**src/rtl/fci_pkg.sv**
```systemverilog
package fci_pkg;
  localparam int ADDR_W = 2;

  localparam logic [ADDR_W-1:0] ADDR_CTRL = 2'd0;
  localparam logic [ADDR_W-1:0] ADDR_IEN  = 2'd1;
  localparam logic [ADDR_W-1:0] ADDR_STAT = 2'd2;

  // control word bit positions
  localparam int CB_FAMILY  = 6;
  localparam int CB_LOSEN   = 5;
  localparam int CB_SRST    = 4;
  localparam int CB_AUTODIS = 3;
  localparam int CB_VARIANT = 2;

  typedef enum logic [1:0] {
    FMT_E3_G751  = 2'd0,
    FMT_E3_G832  = 2'd1,
    FMT_DS3_CBIT = 2'd2,
    FMT_DS3_M13  = 2'd3
  } fmt_e;
endpackage

```
**src/rtl/fci_rst_sync.sv**
```systemverilog
module fci_rst_sync #(
  parameter int STAGES = 2
) (
  input  logic clk,
  input  logic arst_n,
  output logic rst_n_o
);
  logic [STAGES-1:0] sync_q;
  logic [STAGES-1:0] sync_d;

  always_comb sync_d = {sync_q[STAGES-2:0], 1'b1};

  always_ff @(posedge clk or negedge arst_n) begin
    if (!arst_n) sync_q <= '0;
    else         sync_q <= sync_d;
  end

  assign rst_n_o = sync_q[STAGES-1];
endmodule

```
**src/rtl/fci_ctrl_reg.sv**
```systemverilog
module fci_ctrl_reg
  import fci_pkg::*;
#(
  parameter int DATA_W = 8
) (
  input  logic              clk,
  input  logic              rst_n,
  input  logic              wr_en,
  input  logic [DATA_W-1:0] wdata,
  input  logic              ext_los,
  input  logic              int_los,
  output logic [DATA_W-1:0] ctrl_q,
  output logic              los_out,
  output logic              fa_rst,
  output logic              auto_dis,
  output logic [1:0]        fmt_code
);
  logic [DATA_W-1:0] ctrl_d;
  fmt_e              fmt;

  always_comb ctrl_d = wdata;

  always_ff @(posedge clk or negedge rst_n) begin
    if (!rst_n)     ctrl_q <= '0;
    else if (wr_en) ctrl_q <= ctrl_d;
  end

  always_comb begin
    los_out  = ext_los | (ctrl_q[CB_LOSEN] & int_los);
    fa_rst   = ctrl_q[CB_SRST];
    auto_dis = ctrl_q[CB_AUTODIS];
    fmt      = fmt_e'({ctrl_q[CB_FAMILY], ctrl_q[CB_VARIANT]});
    fmt_code = fmt;
  end

  assert_ext_wins_R1: assert property (@(posedge clk) disable iff (!rst_n)
    ext_los |-> los_out);
  assert_int_masked_R2: assert property (@(posedge clk) disable iff (!rst_n)
    (!ctrl_q[CB_LOSEN] && !ext_los) |-> !los_out);
  assert_ctrl_hold_R3: assert property (@(posedge clk) disable iff (!rst_n)
    !wr_en |=> $stable(ctrl_q));
endmodule

```
**src/rtl/fci_irq_gate.sv**
```systemverilog
module fci_irq_gate #(
  parameter int NUM_SRC = 8
) (
  input  logic               clk,
  input  logic               rst_n,
  input  logic               en_wr,
  input  logic [NUM_SRC-1:0] en_wdata,
  input  logic               stat_rd,
  input  logic               auto_dis,
  input  logic [NUM_SRC-1:0] src_evt,
  output logic [NUM_SRC-1:0] en_q,
  output logic [NUM_SRC-1:0] stat_q,
  output logic               irq
);
  for (genvar gi = 0; gi < NUM_SRC; gi++) begin : g_src
    logic s_q, s_d;
    logic e_q, e_d, e_ce, serviced;

    always_comb begin
      serviced = auto_dis & stat_rd & s_q & e_q;
      s_d      = src_evt[gi] | (s_q & ~stat_rd);
      e_ce     = en_wr | serviced;
      e_d      = en_wr ? en_wdata[gi] : 1'b0;
    end

    always_ff @(posedge clk or negedge rst_n) begin
      if (!rst_n) begin
        s_q <= 1'b0;
        e_q <= 1'b0;
      end else begin
        s_q <= s_d;
        if (e_ce) e_q <= e_d;
      end
    end

    assign stat_q[gi] = s_q;
    assign en_q[gi]   = e_q;

    assert_evt_sets_R6: assert property (@(posedge clk) disable iff (!rst_n)
      src_evt[gi] |=> stat_q[gi]);
    assert_sticky_R6: assert property (@(posedge clk) disable iff (!rst_n)
      (stat_q[gi] && !stat_rd) |=> stat_q[gi]);
    assert_en_only_wr_R8: assert property (@(posedge clk) disable iff (!rst_n)
      (!auto_dis && !en_wr) |=> $stable(en_q[gi]));
    assert_autoclr_R9: assert property (@(posedge clk) disable iff (!rst_n)
      (auto_dis && stat_rd && stat_q[gi] && en_q[gi] && !en_wr) |=> !en_q[gi]);
  end

  always_comb irq = |(stat_q & en_q);
endmodule

```
**src/rtl/framer_ctl_irq.sv**
```systemverilog
module framer_ctl_irq
  import fci_pkg::*;
#(
  parameter int NUM_SRC = 8,
  parameter int DATA_W  = 8
) (
  input  logic               clk,
  input  logic               rst_n,
  input  logic               bus_sel,
  input  logic               bus_wr,
  input  logic [1:0]         bus_addr,
  input  logic [DATA_W-1:0]  bus_wdata,
  output logic [DATA_W-1:0]  bus_rdata,
  input  logic               ext_los,
  input  logic               int_los,
  input  logic [NUM_SRC-1:0] src_evt,
  output logic               los_out,
  output logic               fa_rst,
  output logic [1:0]         fmt_code,
  output logic               irq
);
  logic               rst_sync_n;
  logic               wr_ctrl, wr_ien, rd_stat, rd_any;
  logic [DATA_W-1:0]  ctrl_q;
  logic [NUM_SRC-1:0] en_q, stat_q;
  logic               auto_dis;
  logic [DATA_W-1:0]  en_ext, stat_ext;

  fci_rst_sync #(.STAGES(2)) u_rst (
    .clk(clk), .arst_n(rst_n), .rst_n_o(rst_sync_n)
  );

  always_comb begin
    rd_any  = bus_sel & ~bus_wr;
    wr_ctrl = bus_sel & bus_wr & (bus_addr == ADDR_CTRL);
    wr_ien  = bus_sel & bus_wr & (bus_addr == ADDR_IEN);
    rd_stat = rd_any & (bus_addr == ADDR_STAT);
  end

  fci_ctrl_reg #(.DATA_W(DATA_W)) u_ctrl (
    .clk(clk), .rst_n(rst_sync_n), .wr_en(wr_ctrl), .wdata(bus_wdata),
    .ext_los(ext_los), .int_los(int_los), .ctrl_q(ctrl_q),
    .los_out(los_out), .fa_rst(fa_rst), .auto_dis(auto_dis),
    .fmt_code(fmt_code)
  );

  fci_irq_gate #(.NUM_SRC(NUM_SRC)) u_irq (
    .clk(clk), .rst_n(rst_sync_n), .en_wr(wr_ien),
    .en_wdata(bus_wdata[NUM_SRC-1:0]), .stat_rd(rd_stat),
    .auto_dis(auto_dis), .src_evt(src_evt), .en_q(en_q),
    .stat_q(stat_q), .irq(irq)
  );

  always_comb begin
    en_ext   = '0;
    stat_ext = '0;
    en_ext[NUM_SRC-1:0]   = en_q;
    stat_ext[NUM_SRC-1:0] = stat_q;
    bus_rdata = '0;
    if (rd_any) begin
      unique case (bus_addr)
        ADDR_CTRL: bus_rdata = ctrl_q;
        ADDR_IEN:  bus_rdata = en_ext;
        ADDR_STAT: bus_rdata = stat_ext;
        default:   bus_rdata = '0;
      endcase
    end
  end

  assert_reset_quiet_R4: assert property (@(posedge clk)
    !rst_sync_n |-> (!irq && !fa_rst && fmt_code == 2'd0));
  assert_irq_needs_src_R7: assert property (@(posedge clk) disable iff (!rst_sync_n)
    (stat_q == '0) |-> !irq);
  assert_idle_bus_R11: assert property (@(posedge clk) disable iff (!rst_sync_n)
    !rd_any |-> (bus_rdata == '0));
endmodule

```
**config.mk**
```make
export PLATFORM = sky130hd
export DESIGN_NAME = framer_ctl_irq
export DESIGN_NICKNAME = d
export VERILOG_FILES = /design/src/rtl/fci_pkg.sv /design/src/rtl/fci_rst_sync.sv /design/src/rtl/fci_ctrl_reg.sv /design/src/rtl/fci_irq_gate.sv /design/src/rtl/framer_ctl_irq.sv
export SDC_FILE = /design/constraint.sdc
export NUM_CORES = 1
export LEC_CHECK = 0
export ABC_AREA = 1
export BUFFER_PORTS_ARGS = -buffer_cell sky130_fd_sc_hd__buf_2
export CORE_UTILIZATION = 52
export DETAILED_ROUTE_END_ITERATION = 6
export PLACE_DENSITY = 0.84
export SLEW_MARGIN = 25
export SYNTH_ARGS = -nofsm -noshare
export SYNTH_HDL_FRONTEND = slang
export SYNTH_SLANG_ARGS = --single-unit
```
**constraint.sdc**
```tcl
create_clock -name clk -period 1.4 [get_ports clk]
set_clock_uncertainty 0.2 [all_clocks]
set_input_delay 0.21 -clock clk [delete_from_list [all_inputs] [get_ports clk]]
set_output_delay 0.21 -clock clk [all_outputs]
set_load 0.02 [all_outputs]
```
# Word level (Yosys, flattened, before mapping)
# Index checks and enable logic that the tools add are counted.
dict set report totals {
  word_cells 83
  out_inout_bits 13
  inputBits 24
  reg_bits 26
}
dict set report classes {
  bitwise_logic 51
  n_mux 10
  n_eq_ne 2
  reduce_logical 2
}
# operator n
set op_table {}
lappend op_table {{1-bit AND} 31}
lappend op_table {{8-bit one-hot mux with 3 select lines} 1}
lappend op_table {{1-bit bitwise OR} 17}
lappend op_table {{8-bit AND} 1}
lappend op_table {{1-bit two-way mux} 8}
lappend op_table {{8-bit two-way mux} 1}
lappend op_table {{8-bit OR reduction} 1}
lappend op_table {{2-bit by 1-bit == test with 1-bit output, second input constant} 1}
lappend op_table {{2-bit == test, second input constant} 1}
lappend op_table {{2-bit logical NOT} 1}
lappend op_table {{1-bit NOT} 2}

# Depth between registers and ports, before layout
# Gate-level depths: netlist (run 1).
dict set report logic_depth {
  word_depth 7
  mapped_depth 7
  ltp_nobuf 6
}

# Hierarchy
# From an unflattened synthesis (run 1), not the netlist that was laid out.
dict set report hier_totals {
  cells_unflattened 202
  area_unflattened_um2 1524.0
}
# mod seq_area_each_um2 instances area_each_um2 cells_per_inst
set modules_own_cells {}
lappend modules_own_cells {fci_irq_gate 400.4 1 850.8 99}
lappend modules_own_cells {fci_ctrl_reg 200.2 1 346.6 41}
lappend modules_own_cells {framer_ctl_irq 0.0 1 272.8 59}
lappend modules_own_cells {fci_rst_sync 50.0 1 53.8 3}

# Worst setup path after synthesis (run 1)
# No wires, ideal clock.
dict set report synth_path {
  path_type {flip-flop to output port}
  from {register u_irq.g_src[0].s_q}
  to {output port irq}
  stages_incl_launch_ff 5
  n_path_buf 0
  t_required_ns 0.990
  t_arrival_ns 0.795
  path_slack_ns 0.195
  cell_sequence {dfrtp_1 -> nand2_1 -> nand2_1 -> nor2_1 -> nand4_1}
}
dict set report synth_via {
  elab_chain_len 2
}
# item line_no
set synth_lines {}
lappend synth_lines {{from (decl)} fci_irq_gate.sv:16} ;# logic s_q, s_d;
lappend synth_lines {{from (signal assigned)} fci_irq_gate.sv:28} ;# s_q <= 1'b0;
lappend synth_lines {{from (signal assigned)} fci_irq_gate.sv:31} ;# s_q <= s_d;
lappend synth_lines {{8-bit AND} fci_irq_gate.sv:49} ;# always_comb irq = |(stat_q & en_q);
lappend synth_lines {{8-bit OR reduction} fci_irq_gate.sv:49}
lappend synth_lines {{to (decl)} framer_ctl_irq.sv:20} ;# output logic irq
# Every way passes these cells.

# Worst setup path in the final report (run 1)
dict set report layout_path {
  from {register u_irq.g_src[2].s_q}
  to {output port irq}
}
dict set report layout_via {
  elab_chain_len 2
}
# item line_no
set layout_lines {}
lappend layout_lines {{from (decl)} fci_irq_gate.sv:16}
lappend layout_lines {{from (signal assigned)} fci_irq_gate.sv:28}
lappend layout_lines {{from (signal assigned)} fci_irq_gate.sv:31}
lappend layout_lines {{8-bit AND} fci_irq_gate.sv:49}
lappend layout_lines {{8-bit OR reduction} fci_irq_gate.sv:49}
# Every way passes these cells.

==> flow_metrics.env, run 1 <==
export IMPL_synth_yosys_seq_area_share_pct=44.26
export IMPL_dpl_cell_area_um2=1757
export IMPL_synth_adder_area_share_pct=0
export IMPL_first_pass_iters=5
export IMPL_dp_hpwl_um=2334
export IMPL_peakVddDrop_uv=1026
export IMPL_die_h_um=55.17
export IMPL_synth_area_per_cell_um2=7.463
export IMPL_cts_made_buffers=3
export IMPL_grt_usage_pct=28.37
export IMPL_rsz0062_at_grt="yes"
export IMPL_clockBufferDepth=2
export IMPL_synth_mux_area_share_pct=0
export IMPL_finalWorstPathRequiredPeriod_ns=1.765
export IMPL_setup_ws_ns=-0.3647
export IMPL_syn_inst=197
export IMPL_layout_nets=304
export IMPL_drive_above_1_share_pct=36.56
export IMPL_hold_violations=0
export IMPL_synthesis_area_um2=1470
export IMPL_core_area_um2=2567
export IMPL_setup_violations_final=11
export IMPL_grt_pass1_wl_um=5871
export IMPL_violations="negative setup slack"
export IMPL_setup_tns_ns=-2.355
export IMPL_max_clock_freq_mhz=566.7
export IMPL_critPathMaxFanout=3
export IMPL_diodes=0
export IMPL_hold_class="register to asynchronous set/reset pin"
export IMPL_viasPerCell=5.411
export IMPL_finalMaxSlewViolations=0
export IMPL_rrSetupSlack_ns=0.09
export IMPL_vias=1672
export IMPL_antenna_found_initial=0
export IMPL_route_detailed_drc=0
export IMPL_place_gp_congestion=0.7920
export IMPL_ys_ff_latch=26
export IMPL_grt_max_degree=17
export IMPL_dieArea_um2=3044
export IMPL_synth_xor_area_share_pct=0
export IMPL_critPathArrivalTime_ns=1.35
export IMPL_ant_nets=0
export IMPL_stdcell_count=309
export IMPL_power_density_nw_per_um2=978.4
export IMPL_routed_wl_um=4816
export IMPL_fin_area_um2=2218
export IMPL_worst_r2r_cell_count=5
export IMPL_cts_sinks=26
export IMPL_yosys_cell_types_count=20
export IMPL_ios=37
export IMPL_synth_compound_area_share_pct=9.702
export IMPL_initial_core_util_pct=57.26
export IMPL_outcome="finished, violations left"
export IMPL_total_leakage_power_nw=1.282
export IMPL_cap_violations=0
export IMPL_n_fill_cell=139
export IMPL_criticalPathCategory="register to output pin"
export IMPL_cp_start_kind="register"
export IMPL_insertion_delay_ns=0.35
export IMPL_port_buffers=36
export IMPL_globalRouteOverflowTotal=0
export IMPL_area_growth_pct=50.89
export IMPL_crit_path_end_kind="output pin"
export IMPL_ys_warn_count=0
export IMPL_path_clk_slew_ns=0.16
export IMPL_drt_initial_drc_count=81
export IMPL_placedCellCount=272
export IMPL_synth_fp_nets=221
export IMPL_ctsHtreeMaxLevel=1
export IMPL_min_period_over_period_pct=126.1
export IMPL_routedWlPerCell_um=15.59
export IMPL_synth_top_family_by_area="simple AND/OR/NAND/NOR gates"
export IMPL_grt_pass1_vias=1355
export IMPL_die_w_um=55.17
export IMPL_synth_simple_gate_area_share_pct=32.51
export IMPL_root_buffer="clkbuf_4"
export IMPL_utilization_pct=86.40
export IMPL_finalPower_mw=2.170
export IMPL_critical_path_required_ns=0.99
export IMPL_fp_row_count=18
export IMPL_cts_tree="yes"
==> cell families after synthesis <==
group,count (synthesis)
simple gates,109
compound gates,18
buf+inv,43
flops,26
other cells,1
==> cell usage in the layout (no fill, tap or decap), drive strengths merged <==
cell	n
a21o	1
buf	65
bufinv	1
clkbuf	3
conb	1
dfrtp	26
dlygate4sd3	19
inv	37
nand2	77
nand3	17
nand4	1
nor2	14
o21ai	9
o21bai	8
==> where the power goes <==
| part | total (mW) | switching (mW) | internal [mW] |
|---|---|---|---|
| Clock | 0.533 | 0.243 | 0.290 |
| Sequential | 0.949 | 0.0918 | 0.858 |
| Combinational | 0.688 | 0.375 | 0.314 |
==> final timing paths <==
kind / from / end
max reg2reg: u_ctrl.ctrl_q[3]$_DFFE_PN0P_ / u_irq.g_src[0].e_q$_DFFE_PN0P_
min in group clk: u_rst.sync_q[0]$_DFF_PN0_ / u_rst.sync_q[1]$_DFF_PN0_
min reg2reg: u_rst.sync_q[1]$_DFF_PN0_ / u_irq.g_src[1].s_q$_DFF_PN0_
min: u_rst.sync_q[1]$_DFF_PN0_ / u_irq.g_src[1].s_q$_DFF_PN0_
max: u_irq.g_src[2].s_q$_DFF_PN0_ / irq
max in group asynchronous: u_rst.sync_q[1]$_DFF_PN0_ / u_ctrl.ctrl_q[6]$_DFFE_PN0P_
==> registers in the layout, indices dropped and copies added (netlist names) <==
register	cells
u_irq.g_src.s_q	8
u_irq.g_src.e_q	8
u_ctrl.ctrl_q	8
u_rst.sync_q	2
==> layout make-up <==
cell class              instances  area [um^2]  share of cell area, %
clock buffers                   3        22.52                  1.015
repair buffers                 84        676.9                  30.51
well taps                      30        37.54                  1.692
clock inverters                 1        30.03                  1.354
flip-flops and latches         26        650.6                  29.33
multi-input cells             128        661.9                  29.84
inverters                      37        138.9                  6.261
==> per-layer routing <==
metal | share of wire (%) | global-route usage, % | up-vias
met1 | 35 | 31.30 | 757
met2 | 50 | 52.41 | 126
met3 | 8.4 | 5.738 | 37
met4 | 7.1 | 11.67 | 0
li1 | - | - | 752
met5 | 0 | 0 | -
==> timing repair <==
action / 4_1_cts / 5_1_grt
setup endpoints to repair: 10 / 11
gates resized for setup: 25 / 16
gates cloned: 0 / 0
setup buffers: 10 / 4
hold buffers: 19 / 0
hold endpoints to repair: 32 / 0
pin swaps: 17 / 4
==> worst max-delay path, stage by stage, from the launching register on <==
cell and delay (ns):
dfrtp_1 0.46, nand2_1 0.09, nand2_1 0.07, nor2_2 0.10, nand4_1 0.12, buf_6 0.15
==> synthesized netlist by cell type <==
| cell | instances | area [um^2] |
|---|---|---|
| nor2_2 | 2 | 12.51 |
| o21ai_2 | 8 | 70.07 |
| nand3_1 | 16 | 80.08 |
| conb_1 | 1 | 3.750 |
| nand2_2 | 2 | 12.51 |
| inv_2 | 1 | 3.750 |
| nor2_4 | 3 | 33.78 |
| o21ai_0 | 1 | 5.000 |
| buf_4 | 2 | 15.01 |
| o21bai_1 | 8 | 60.06 |
| inv_1 | 36 | 135.1 |
| nand3_4 | 1 | 17.52 |
| buf_2 | 1 | 5.000 |
| nand4_1 | 1 | 6.260 |
| buf_6 | 2 | 22.52 |
| a21o_1 | 1 | 7.510 |
| nor2_1 | 9 | 33.78 |
| nand2_1 | 75 | 281.5 |
| dfrtp_1 | 26 | 650.6 |
| clkbuf_8 | 1 | 13.76 |
==> metrics by stage <==
stage | hold WS, ns | setup slack [ns]
3_3_place_gp | -0.2030 | -0.05525
4_1_cts | 0.05976 | -0.3071
2_1_floorplan | -0.2856 | 0.1953
3_5_place_dp | -0.2029 | -0.08301
5_1_grt | 0.06550 | -0.3952
6_report | 0.06809 | -0.3647
Power figures use the tool's default switching activity.
==> run 2, diff against run 1 <==
--- a/config.mk
+++ b/config.mk
@@ -6,11 +6,12 @@
 export NUM_CORES = 1
 export LEC_CHECK = 0
 export ABC_AREA = 1
-export BUFFER_PORTS_ARGS = -buffer_cell sky130_fd_sc_hd__buf_2
-export CORE_UTILIZATION = 52
+export CORE_UTILIZATION = 62
 export DETAILED_ROUTE_END_ITERATION = 6
+export DONT_BUFFER_PORTS = 1
 export PLACE_DENSITY = 0.84
 export SLEW_MARGIN = 25
 export SYNTH_ARGS = -nofsm -noshare
 export SYNTH_HDL_FRONTEND = slang
+export SYNTH_HIERARCHICAL = 1
 export SYNTH_SLANG_ARGS = --single-unit
==> run 2 against run 1 <==
Net effect: the flow still finishes with violations (negative setup slack); non-clock buffer count shrank 53; combinational power shrank 35%; clock-buffer cell count grew 1; sequential share of layout area grew 8.3 points; register-to-register slack gained 0.21 ns; critical path type unchanged; highest routed layer unchanged.
==> flow_metrics.env, run 2 <==
export IMPL_outcome="finished, violations left"
export IMPL_violations="negative setup slack"
export IMPL_yosys_cell_types_count=16
export IMPL_placedCellCount=214
export IMPL_setup_tns_ns=-0.9799
export IMPL_critical_path_required_ns=0.99
export IMPL_cts_made_buffers=3
export IMPL_vias=1365
export IMPL_crit_path_end_kind="output pin"
export IMPL_grt_pass1_vias=1312
export IMPL_critPathArrivalTime_ns=1.15
export IMPL_antenna_found_initial=0
export IMPL_synth_area_per_cell_um2=7.544
export IMPL_ctsHtreeMaxLevel=1
export IMPL_diodes=0
export IMPL_finalMaxSlewViolations=0
export IMPL_ios=37
export IMPL_critPathMaxStageDelay_ns=0.44
export IMPL_layout_nets=237
export IMPL_dp_hpwl_um=2477
export IMPL_core_area_um2=2255
export IMPL_ant_nets=0
export IMPL_layout_common_cells="nand2_1 (68), dfrtp_1 (26), dlygate4sd3_1 (20), nand3_1 (18), buf_4 (11)"
export IMPL_cts_tree="yes"
export IMPL_synth_top_cell_by_area="dfrtp_1"
export IMPL_async_flop_share_pct=100.0
export IMPL_setup_violations_final=9
export IMPL_synthesis_area_um2=1524
export IMPL_peakVddDrop_uv=876.5
export IMPL_insertion_delay_ns=0.32
export IMPL_synth_fp_nets=226
export IMPL_worst_r2r_cell_count=4
export IMPL_routed_wl_um=3744
export IMPL_ys_ff_latch=26
export IMPL_yosysTopAreaCellShare_pct=42.69
export IMPL_total_leakage_power_nw=0.9441
export IMPL_area_growth_pct=13.46
export IMPL_max_clock_freq_mhz=642.8
export IMPL_cap_violations=0
export IMPL_path_cells="nand2_1, nand2_1, nor2_1, nand2_2"
export IMPL_syn_inst=202
export IMPL_initial_core_util_pct=67.59
export IMPL_critPathMaxFanout=3
export IMPL_drt_initial_drc_count=70
export IMPL_cp_top_family="flip-flops"
export IMPL_place_gp_congestion=0.8913
export IMPL_reg2reg_from="u_ctrl/ctrl_q[3]$_DFFE_PN0P_"
export IMPL_hold_class="register to asynchronous set/reset pin"
export IMPL_hold_violations=0
export IMPL_grt_pass1_wl_um=5754
export IMPL_cpMostUsedCell="nand2_1"
export IMPL_fin_area_um2=1729
export IMPL_finalWorstPathRequiredPeriod_ns=1.556
export IMPL_synth_yosys_seq_area_share_pct=42.69
export IMPL_synth_edf_count=0
export IMPL_die_h_um=51.58
export IMPL_layout_commonest_cell="nand2_1"
export IMPL_yosys_top_cells_count="nand2_1 (72), dfrtp_1 (26), nand3_1 (24), buf_4 (21), inv_1 (18)"
export IMPL_criticalPathCategory="register to output pin"
export IMPL_root_buffer="clkbuf_4"
export IMPL_cp_start_kind="register"
export IMPL_synth_flop_cell="dfrtp_1"
export IMPL_fp_row_count=17
export IMPL_power_density_nw_per_um2=1020
export IMPL_stdcell_count=240
export IMPL_routedWlPerCell_um=15.60
export IMPL_synth_most_common_cell="nand2_1"
export IMPL_yosys_top_cells_area="dfrtp_1 (43%), nand2_1 (18%), buf_4 (10%), nand3_1 (7.9%), inv_1 (4.4%)"
export IMPL_crit_buf_inv=0
export IMPL_grt_usage_pct=29.94
export IMPL_dpl_cell_area_um2=1430
export IMPL_route_detailed_drc=0
export IMPL_die_w_um=51.58
export IMPL_path_clk_slew_ns=0.14
export IMPL_setup_ws_ns=-0.1556
export IMPL_rsz0062_at_grt="yes"
export IMPL_cts_sinks=26
export IMPL_first_pass_iters=4
export IMPL_port_buffers=0
export IMPL_crit_path_top_delay_cell="dfrtp_1"
export IMPL_clockBufferDepth=2
export IMPL_grt_max_degree=25
export IMPL_ys_warn_count=6
export IMPL_drive_above_1_share_pct=20.28
export IMPL_reg_largest_list="u_ctrl/ctrl_q: 8 flops, u_irq/g_src.e_q: 8 flops, u_irq/g_src.s_q: 8 flops"
export IMPL_viasPerCell=5.688
export IMPL_globalRouteOverflowTotal=0
export IMPL_rrSetupSlack_ns=0.30
export IMPL_min_period_over_period_pct=111.1
export IMPL_r2r_end="u_irq/g_src[3].e_q$_DFFE_PN0P_"
export IMPL_dieArea_um2=2661
-- run 2: cell count changes in the layout (fill, tap and decap cells not counted), moves of 3 or more --
cell / previous run / this run
nand2_2: 8 / 4
nand3_1: 12 / 18
o21ai_1: 1 / 8
inv_2: 6 / 9
buf_2: 25 / 0
nor2_4: 3 / 0
inv_1: 31 / 10
buf_6: 13 / 0
o21ai_2: 8 / 0
buf_4: 26 / 11
-- run 2: final cells by class --
type	instances	area, um^2
Inverter	22	92.59
Timing Repair Buffer	31	282.8
Clock buffer	4	36.28
Sequential cell	26	650.6
Tap cell	28	35.03
Fill cell	166	525.5
Multi-Input combinational cell	129	631.9
-- run 2: how the worst max path moves through the flow --
stage,start,to,slack (ns),cells after the start
after floorplan,bus_addr[0],u_irq/g_src[1].e_q$_DFFE_PN0P_,0.05,6
after global placement,bus_addr[1],u_irq/g_src[7].e_q$_DFFE_PN0P_,0.11,6
after detailed placement,bus_addr[1],u_irq/g_src[6].e_q$_DFFE_PN0P_,0.07,6
after CTS,u_irq/g_src[4].e_q$_DFFE_PN0P_,irq,-0.14,4
after global routing,u_irq/g_src[6].e_q$_DFFE_PN0P_,irq,-0.20,4
final,u_irq/g_src[3].s_q$_DFF_PN0_,irq,-0.16,4
-- run 2: timing repair --
item                                    in CTS  in global routing
buffers inserted                             1                  1
pin swaps                                   21                 11
hold buffers                                20                  0
endpoints found under the setup margin       9                 10
gates resized for setup                     10                 11
endpoints found under the hold margin       26                  0
-- run 2: logic make-up (layout without fill, tap and decap cells) --
| family | Yosys count | after routing | synth area share [%] |
|---|---|---|---|
| other cells | 1 | 1 | 0.2461 |
| buf+inv | 47 | 57 | 19.05 |
| simple gates | 112 | 112 | 31.45 |
| compound gates | 16 | 16 | 6.568 |
| flops | 26 | 26 | 42.69 |
-- run 2: through the flow --
step                hold WS (ns)  utilization, %  power (mW)  worst slack [ns]
floorplan                -0.2856               -       1.299           0.05260
global placement         -0.2856           63.43       1.282            0.1081
detailed placement       -0.2856           63.43       1.293           0.07397
CTS                      0.01493           74.47       1.731           -0.1390
global route             0.02553           76.69       1.843           -0.2000
finish                   0.02602           76.69       1.763           -0.1556
-- run 2: where the power goes --
part           internal [mW]  switching (mW)
clock                  0.159           0.222
combinational          0.189           0.260
sequential             0.850          0.0831
total                   1.20           0.565
-- run 2: metal layers --
layer / global-route usage (%) / part of all wire, % / vias to the layer above
met4: 9.910 / 2.3 / 0
met1: 36.76 / 38 / 647
met2: 53.03 / 51 / 82
li1: - / - / 625
met3: 4.971 / 8.5 / 11
met5: 0 / 0 / -
